===== config.mk =====
export PLATFORM = sky130hd
export DESIGN_NAME = chg_irq_top
export DESIGN_NICKNAME = d
export VERILOG_FILES = /design/src/rtl/chg_irq_pkg.sv /design/src/rtl/chg_pin_sync.sv /design/src/rtl/chg_group.sv /design/src/rtl/chg_irq_top.sv
export SDC_FILE = /design/constraint.sdc
export NUM_CORES = 1
export LEC_CHECK = 0
export BUFFER_PORTS_ARGS = -buffer_cell sky130_fd_sc_hd__buf_2
export CORE_MARGIN = 2
export CORE_UTILIZATION = 54
export DETAILED_ROUTE_END_ITERATION = 8
export HOLD_SLACK_MARGIN = 0.12
export PLACE_DENSITY = 0.83
export SLEW_MARGIN = 15
export SYNTH_ARGS = -nofsm -noshare
export SYNTH_HDL_FRONTEND = slang
export SYNTH_HIERARCHICAL = 1
export SYNTH_SLANG_ARGS = --single-unit

===== constraint.sdc =====
create_clock -name clk_i -period 2.6 [get_ports clk_i]
set_clock_uncertainty 0.2 [all_clocks]
set_input_delay 0.52 -clock clk_i [delete_from_list [all_inputs] [get_ports clk_i]]
set_output_delay 0.52 -clock clk_i [all_outputs]
set_load 0.005 [all_outputs]

===== src/rtl/chg_irq_pkg.sv =====
package chg_irq_pkg;
  parameter int unsigned GRP_W  = 8;
  parameter int unsigned N_GRP  = 2;
  parameter int unsigned SYNC_N = 2;
endpackage


===== src/rtl/chg_pin_sync.sv =====
module chg_pin_sync #(
  parameter int unsigned W = 16,
  parameter int unsigned N = 2
) (
  input  logic         clk_i,
  input  logic         rst_ni,
  input  logic [W-1:0] d_i,
  output logic [W-1:0] q_o
);
  logic [N-1:0][W-1:0] stg_q;

  always_ff @(posedge clk_i or negedge rst_ni) begin
    if (!rst_ni) begin
      stg_q <= '0;
    end else begin
      stg_q[0] <= d_i;
      for (int i = 1; i < int'(N); i++) stg_q[i] <= stg_q[i-1];
    end
  end

  assign q_o = stg_q[N-1];
endmodule


===== src/rtl/chg_group.sv =====
module chg_group #(
  parameter int unsigned W = 8
) (
  input  logic         clk_i,
  input  logic         rst_ni,
  input  logic [W-1:0] lvl_i,
  input  logic [W-1:0] dir_i,
  input  logic         load_i,
  output logic         mis_o
);
  logic [W-1:0] snap_q;

  always_ff @(posedge clk_i or negedge rst_ni) begin
    if (!rst_ni)     snap_q <= '0;
    else if (load_i) snap_q <= lvl_i;
  end

  // only pins set as inputs can mismatch
  assign mis_o = |((lvl_i ^ snap_q) & dir_i);
endmodule


===== src/rtl/chg_irq_top.sv =====
module chg_irq_top
  import chg_irq_pkg::*;
#(
  parameter int unsigned GW = GRP_W,
  parameter int unsigned NG = N_GRP,
  parameter int unsigned SN = SYNC_N
) (
  input  logic             clk_i,
  input  logic             rst_ni,
  input  logic [GW*NG-1:0] pin_i,
  input  logic [GW*NG-1:0] dir_in_i,
  input  logic [NG-1:0]    rd_stb_i,
  input  logic [NG-1:0]    cfg_wr_i,
  output logic [GW*NG-1:0] rd_data_o,
  output logic             irq_o
);
  localparam int unsigned PW    = GW * NG;
  localparam int unsigned LIMIT = SN + 1;
  localparam int unsigned CW    = $clog2(LIMIT + 1);

  logic [PW-1:0] pin_s;
  logic [NG-1:0] grp_mis;
  logic [CW-1:0] init_cnt_q;
  logic          done;

  chg_pin_sync #(.W(PW), .N(SN)) u_sync (
    .clk_i (clk_i),
    .rst_ni(rst_ni),
    .d_i   (pin_i),
    .q_o   (pin_s)
  );

  // snapshot tracks pins until the synchronizer holds real levels
  always_ff @(posedge clk_i or negedge rst_ni) begin
    if (!rst_ni)    init_cnt_q <= '0;
    else if (!done) init_cnt_q <= init_cnt_q + CW'(1);
  end
  assign done = (init_cnt_q == CW'(LIMIT));

  for (genvar g = 0; g < int'(NG); g++) begin : g_grp
    chg_group #(.W(GW)) u_grp (
      .clk_i (clk_i),
      .rst_ni(rst_ni),
      .lvl_i (pin_s[g*GW +: GW]),
      .dir_i (dir_in_i[g*GW +: GW]),
      .load_i(rd_stb_i[g] | cfg_wr_i[g] | ~done),
      .mis_o (grp_mis[g])
    );
  end

  assign rd_data_o = pin_s;
  assign irq_o     = done & (|grp_mis);
endmodule


==> metrics.cfg <==
[detailed_routing]
drt-pass1-iter-count = 4
met1_length_microns = 1150
drc = 0
dr_wl_met3_microns = 108
wire_per_inst_microns = 12.8
via_per_inst = 4.60
highest_layer = met4
finalWirelength_microns = 2870
ant_nets = 0
drt_iter0_markers = 38
vias = 1030
met2_length_microns = 1580

[logic_synthesis]
synth_area_leader_cell = dfrtp_1
synth_nets = 155
yosys-top-cells-area = dfrtp_1, mux2_2, xor2_1
yosysSeqAreaShare_pct = 67.8
ys_ff_latch = 50
yosys.cell_types.count = 11
syn_area_sq_um = 1840
synth_top_area_share_pct = 67.8
avgSynthCellArea_sq_um = 15.9
syn-instance-count = 116
ys_warn_count = 6

[placed_design]
dpl-instance-area_sq_um = 2040
gp_congestion = 0.805
place_hpwl_microns = 2120
portBuffers = 54

[finish]
drive_gt1_share_pct = 44.9
fin_nets = 216
seq_area_sq_um = 1250
finalInstanceArea_sq_um = 2320
utilization_pct = 70.0
nFillCells = 229
multiInputGateArea_sq_um = 450
synthToLayoutAreaGrowth_pct = 25.7
diodes = 0

[sta]
drv_slew = 0
tns_ps = 0
rsz0062_at_grt = false
period_minus_slack_ps = 2300
worst_pin_slew_ps = 681
hold_viol_final = 0
finalCritPeriodShare_pct = 88.5
clock.fmax_mhz = 435
slew_headroom_pct = 54.6
setup_viol = 0

[clock_network]
clk_pin_slew_ps = 130
cts-htree-levels = 2
cts_tree = yes
cts_sinks = 50
insertion_delay_ps = 330
numCtsBuffers = 5
cts_root_buf = clkbuf_4
cts_buffer_depth = 2

[critical_path]
worstPathMaxFanout = 3
worst_setup_path_start_kind = flop
critPathRequiredTime_ps = 1880
reg2reg_from = init_cnt_q[0]
reg2regPathDepth = 3
crit_type = flop to output pin
cp-end-kind = output pin
r2r-end = g_grp[1].u_grp/snap_q[4]
r2r_setup_slack_ps = 780
cp_data_arrival_time_ps = 1580

[die]
die_y_microns = 62.4
die_w_microns = 62.4
core_area_sq_um = 3310
die-area_sq_um = 3900
start_util_pct = 55.7
ioPinCount = 55
rows = 21

[hold_path]
hold_path_depth = 0
hp-class = flop to flop
hp-start = u_sync/stg_q[7]
hold_end = u_sync/q_o[7]

[power]
p_leak_uw = 0.00110
peakVddDrop_mv = 0.405
power_density_nw_per_um2 = 663

[job]
cap_violations = 0

[grt]
grt_max_degree = 34
antenna_found_initial = 0
grt_pass1_vias = 1064
grt_pass1_wl_microns = 4770
globalRoute.totalOverflow = 0
grt.total_usage_pct = 16.1

[outcome]
outcome = complete, no violations

logic make-up after synthesis:
family	share of synthesized area, %
compound gates	3.66
xor+xnor	8.07
fa+ha+maj	0.678
buf+inv	7.73
flops	67.8
mux	10.4
simple gates	1.63
worst max path at each step:
stage | startpoint | to | slack [ps] | cells past startpoint
CTS | g_grp[1].u_grp/snap_q[7] | irq_o | 250 | 5
finish | u_sync/q_o[10] | irq_o | 300 | 5
detailed placement | dir_in_i[15] | irq_o | 600 | 5
floorplan | u_sync/q_o[10] | irq_o | 810 | 5
global placement | dir_in_i[15] | irq_o | 590 | 5
global route | u_sync/q_o[15] | irq_o | 160 | 5
per-layer routing:
metal | up-vias | GRT usage, %
met5 | - | 0
met4 | 0 | 5.83
met3 | 4 | 4.14
met2 | 22 | 28.5
met1 | 506 | 19.1
li1 | 498 | -
synthesized netlist by cell type, drive strengths merged:
| cell type | instances |
|---|---|
| ha | 1 |
| dfrtp | 50 |
| xnor2 | 1 |
| nand4 | 2 |
| mux2 | 17 |
| buf | 18 |
| or3b | 2 |
| a22oi | 8 |
| o21a | 1 |
| xor2 | 16 |
stage by stage:
stage          total power [uW]  cells  hold WS (ps)  setup WS (ps)
2_1_floorplan               944    116          24.4            813
3_3_place_gp                986    199           131            593
3_5_place_dp                996    199           135            597
4_1_cts                    1560    224           165            253
5_1_grt                    1610    224           170            157
6_report                   1540    224           162            299
state kept, by name (all words and copies together), names as in the netlist:
| signal | flops |
|---|---|
| u_sync/q_o | 16 |
| u_sync/stg_q | 16 |
| g_grp.u_grp/snap_q | 16 |
| init_cnt_q | 2 |
placed cells by master (no fill, tap or decap):
cell type,Yosys,routed
buf_2,0,54
buf_4,16,1
or3b_1,2,2
dfrtp_1,50,50
bufinv_16,0,2
dlygate4sd3_1,0,17
xnor2_1,1,1
xor2_1,16,16
nand4_1,2,2
clkbuf_8,0,1
o21a_1,1,1
clkbuf_4,0,5
mux2_2,17,17
ha_1,1,1
a22oi_1,8,8
worst max-delay path, stage by stage, from the launching register on:
cell	delay [ps]
dfrtp_1	430
xor2_1	150
a22oi_1	210
nand4_1	140
o21a_1	200
buf_2	120
final cells by class:
type | count | share of cell area, %
Clock buffer | 6 | 2.21
Clock inverter | 2 | 2.59
Multi-Input combinational cell | 48 | 19.4
Sequential cell | 50 | 54.0
Tap cell | 46 | 2.48
Timing Repair Buffer | 72 | 19.3
repair_timing:
| item | CTS | global route |
|---|---|---|
| endpoints found under the hold margin | 48 | 0 |
| resized for setup | 0 | 0 |
| endpoints found under the setup margin | 0 | 0 |
| buffers inserted | 0 | 0 |
| hold buffers | 17 | 0 |
power by group:
part | internal (uW) | total [uW] | switching, uW
clock network | 326 | 540 | 214
logic | 87.2 | 144 | 56.9
registers | 823 | 853 | 29.9
No activity file was read; power rests on OpenSTA's default activity.
